==> src/rtl/status_readback.sv <==
module status_readback #(
  parameter int LVL_W = 8,
  parameter int NIB_W = 4
) (
  input  logic               clk,
  input  logic               rst_n,
  input  logic               por_pulse,
  input  logic               pilot,
  input  logic               seek_busy,
  input  logic               upd_start,
  input  logic               upd_end,
  input  logic               rd_done,
  input  logic [LVL_W-1:0]   live_lvl,
  input  logic [NIB_W-1:0]   live_usn,
  input  logic [NIB_W-1:0]   live_wam,
  input  logic [LVL_W-1:0]   alt_lvl,
  input  logic [NIB_W-1:0]   alt_usn,
  input  logic [NIB_W-1:0]   alt_wam,
  output logic [7:0]         stat_byte,
  output logic [LVL_W-1:0]   lvl_byte,
  output logic [2*NIB_W-1:0] noise_byte
);

  localparam int MW = 2 * NIB_W;

  typedef enum logic [1:0] {SRC_MAIN, SRC_TRACK, SRC_HOLD} src_t;

  src_t             src_q;
  logic             por_q;
  logic [LVL_W-1:0] hold_lvl;
  logic [MW-1:0]    hold_nse;

  always_ff @(posedge clk) begin
    if (!rst_n) begin
      src_q <= SRC_MAIN;
      por_q <= 1'b1;
    end else begin
      if (por_pulse)    por_q <= 1'b1;
      else if (rd_done) por_q <= 1'b0;
      if (upd_start)
        src_q <= SRC_TRACK;
      else if (src_q == SRC_TRACK && upd_end)
        src_q <= SRC_HOLD;
      else if (src_q == SRC_HOLD && rd_done)
        src_q <= SRC_MAIN;
    end
  end

  always_ff @(posedge clk) begin
    if (!rst_n) begin
      hold_lvl <= '0;
      hold_nse <= '0;
    end else if (src_q == SRC_TRACK && upd_end && !upd_start) begin
      hold_lvl <= alt_lvl;
      hold_nse <= {alt_usn, alt_wam};
    end
  end

  wire use_alt = (src_q != SRC_MAIN);

  assign stat_byte = {pilot, seek_busy, use_alt, por_q, 4'b0000};

  always_comb begin
    case (src_q)
      SRC_TRACK: begin
        lvl_byte   = alt_lvl;
        noise_byte = {alt_usn, alt_wam};
      end
      SRC_HOLD: begin
        lvl_byte   = hold_lvl;
        noise_byte = hold_nse;
      end
      default: begin
        lvl_byte   = live_lvl;
        noise_byte = {live_usn, live_wam};
      end
    endcase
  end

  a_r1_fixed_bits: assert property (@(posedge clk) disable iff (!rst_n)
    stat_byte[3:0] == 4'b0000);

  a_r3_por_sets: assert property (@(posedge clk) disable iff (!rst_n)
    por_pulse |=> stat_byte[4]);

  a_r4_read_clears: assert property (@(posedge clk) disable iff (!rst_n)
    (rd_done && !por_pulse) |=> !stat_byte[4]);

  a_r6_main_live: assert property (@(posedge clk) disable iff (!rst_n)
    !stat_byte[5] |-> (lvl_byte == live_lvl && noise_byte == {live_usn, live_wam}));

  a_r8_hold_stable: assert property (@(posedge clk) disable iff (!rst_n)
    (src_q == SRC_HOLD && !upd_start && !rd_done) |=> ($stable(lvl_byte) && $stable(noise_byte)));

  a_r9_read_reverts: assert property (@(posedge clk) disable iff (!rst_n)
    (src_q == SRC_HOLD && rd_done && !upd_start) |=> !stat_byte[5]);

endmodule

==> config.mk <==
export PLATFORM = sky130hd
export DESIGN_NAME = status_readback
export DESIGN_NICKNAME = d
export VERILOG_FILES = /design/src/rtl/status_readback.sv
export SDC_FILE = /design/constraint.sdc
export NUM_CORES = 1
export LEC_CHECK = 0
export ABC_AREA = 1
export BUFFER_PORTS_ARGS = -buffer_cell sky130_fd_sc_hd__buf_2
export CAP_MARGIN = 20
export CORE_MARGIN = 5
export CORE_UTILIZATION = 34
export CTS_BUF_LIST = sky130_fd_sc_hd__clkbuf_16
export CTS_CLUSTER_DIAMETER = 30
export CTS_CLUSTER_SIZE = 12
export DETAILED_ROUTE_END_ITERATION = 8
export MAX_ROUTING_LAYER = met4
export PLACE_DENSITY = 0.77
export SYNTH_ARGS = -nofsm -noshare
export SYNTH_HDL_FRONTEND = slang
export SYNTH_SLANG_ARGS = --single-unit
export TNS_END_PERCENT = 50
==> constraint.sdc <==
create_clock -name clk -period 1.3 [get_ports clk]
set_input_delay 0.065 -clock clk [delete_from_list [all_inputs] [get_ports clk]]
set_output_delay 0.065 -clock clk [all_outputs]
set_load 0.1 [all_outputs]
==> results.json <==
{
  "drt_wl_total_mm": 3.83,
  "cp-end-kind": "output pin",
  "setup_viol": 22,
  "seq_area_um2": 383,
  "ys_warn_count": 0,
  "pwr-share-seq_pct": 22.7,
  "diodes": 0,
  "grt_usage_pct": 16.5,
  "synthDistinctLibCells": 13,
  "path_class": "register to output pin",
  "stdcell_count": 310,
  "start_kind": "register",
  "netSwitchingPower_mw": 1.22,
  "fmax_ghz": 0.618,
  "yosysSeqAreaShare_pct": 30.9,
  "start_util_pct": 36.1,
  "vias": 1417,
  "path_clk_slew_ns": 0.05,
  "htree_levels": 1,
  "ant_nets": 0,
  "placedInstanceArea_um2": 2150,
  "coreArea_um2": 3420,
  "wl_per_cell_um": 12.4,
  "cts-buffers-inserted": 3,
  "clockPowerShare_pct": 22.7,
  "synth_area_per_cell_um2": 6.04,
  "drive_gt1_share_pct": 45.1,
  "finish.net_count": 308,
  "busiest_layer": "met2",
  "grt_antenna_before_repair": 0,
  "cts-root-buf": "clkbuf_16",
  "post-place-ws_ns": -0.161,
  "viasPerCell": 4.57,
  "hold_path_class": "input pin to register",
  "path_max_fanout": 7,
  "grt_setup_unrepaired": "true",
  "synth_area_um2": 1230,
  "finalSetupTns_ns": -4.96,
  "combinationalPowerShare_pct": 54.5,
  "swShare_pct": 43.5,
  "leakagePower_nw": 1.10,
  "final_cell_mix": "52 x nand2_1, 48 x nor2_1, 38 x buf_2",
  "use_met3_pct": 4.45,
  "dp_cells": 303,
  "drt-initial-drc-count": 74,
  "multi_input_area_um2": 1010,
  "finalCritPeriodShare_pct": 124,
  "gr-usage-met1_pct": 17.6,
  "area_delta_synth_final_pct": 91.7,
  "port_buffers": 55,
  "internal_power_mw": 1.58,
  "fillers": 271,
  "cap_viol_max_count": 0,
  "rows": 21,
  "dieArea_um2": 4930,
  "layout_setup_ws_ns": -0.318,
  "grt_pass1_wl_mm": 6.42,
  "drt-pass1-iter-count": 4,
  "power_density_nw_per_um2": 1190,
  "ys_ff_latch": 19,
  "die_x_um": 70.2,
  "grt_max_degree": 20,
  "vdd_drop_max_uv": 744,
  "final.min_clock_period_ns": 1.62,
  "arrival_ns": 1.55,
  "cts_buffer_depth": 2,
  "io_pins": 64,
  "synthCells": 204,
  "place.gp.congestion": 0.798,
  "grt_overflow": 0,
  "route.detailed.drc": 0,
  "die_h_um": 70.2,
  "status": "finished with violations",
  "final_common_cell": "nand2_1",
  "grtUsageMet2_pct": 28.8,
  "finalMaxSlewViolations": 0,
  "stdcell_area_um2": 2360,
  "hold_buffers": 0,
  "final_util_pct": 69.2,
  "hold_viol_final": 0,
  "skew_ns": 0.00191,
  "cts_num_sinks": 19,
  "grt_pass1_vias": 1431,
  "dp_hpwl_mm": 2.92,
  "cp.required_ns": 1.24,
  "cts_tree": "yes",
  "clk_latency_ns": 0.25,
  "violations": "setup timing"
}
-- worst max-delay path, stage by stage (launching register included) --
cell and delay, ns:
dfxtp_2 0.35, inv_2 0.06, ha_4 0.31, inv_8 0.06, buf_12 0.14, a21oi_4 0.13, a21oi_4 0.08, buf_12 0.17
-- repair_timing --
item,CTS,global route
pin swaps,4,10
endpoints found under the setup margin,32,33
buffers inserted,3,0
resized for setup,15,8
-- synthesized netlist by cell type (all sizes together) --
master | count | area share, %
a21oi | 34 | 14
nand2 | 53 | 16
nand3 | 1 | 1.4
conb | 1 | 0.30
o211ai | 1 | 0.61
ha | 3 | 3.0
nor2 | 49 | 15
inv | 23 | 7.0
buf | 20 | 12
dfxtp | 19 | 31
-- state kept, by name (all words and copies together) (netlist names) --
register and flops:
por_q 1, src_q 2, hold_nse 8, hold_lvl 8
-- path summary, 6_finish.rpt --
path	start	endpoint	slack (ns)	cells after the start
worst min register to register	por_q	por_q	0.47	2
worst min-delay path	por_pulse	por_q	0.01	3
worst max-delay path	src_q[1]	noise_byte[3]	-0.32	7
worst max register to register	src_q[0]	hold_nse[1]	-0.03	8
-- stage by stage --
step           power [mW]  hold WS (ns)
6_report             2.80       0.00961
3_5_place_dp         2.11         0.131
4_1_cts              2.80       0.00752
2_1_floorplan        1.68         0.177
3_3_place_gp         2.10         0.131
5_1_grt              2.90        0.0515
-- power groups by stage --
stage | combinational (mW) | sequential, mW | clock [mW]
2_1_floorplan | 1.04 | 0.642 | 0
3_3_place_gp | 1.45 | 0.643 | 0
3_5_place_dp | 1.47 | 0.645 | 0
4_1_cts | 1.52 | 0.634 | 0.652
5_1_grt | 1.59 | 0.639 | 0.672
6_report | 1.53 | 0.636 | 0.637
-- cell families (layout without fill, tap and decap cells) --
logic type / Yosys count / in the layout / share of synthesized area [%]
other: 1 / 4 / 0.304
buffers and inverters: 43 / 100 / 18.9
and+or+nand+nor: 103 / 103 / 32.5
AOI/OAI and AO/OA: 35 / 35 / 14.4
DFF: 19 / 19 / 30.9
adders and majority gates: 3 / 3 / 3.05
-- layout make-up --
class / instances / share of cell area, %
clock buffer: 3 / 3.18
clock inverter: 1 / 0.159
inverter: 23 / 3.97
timing repair buffer: 73 / 31.5
multi-input combinational: 145 / 42.6
sequential: 19 / 16.2
tap: 46 / 2.44
-- metal layers --
layer,up-vias,wire length (um)
li1,728,-
met1,630,1510
met2,50,1980
met3,9,252
met4,0,94
met5,-,0
Power figures use the tool's default switching activity.
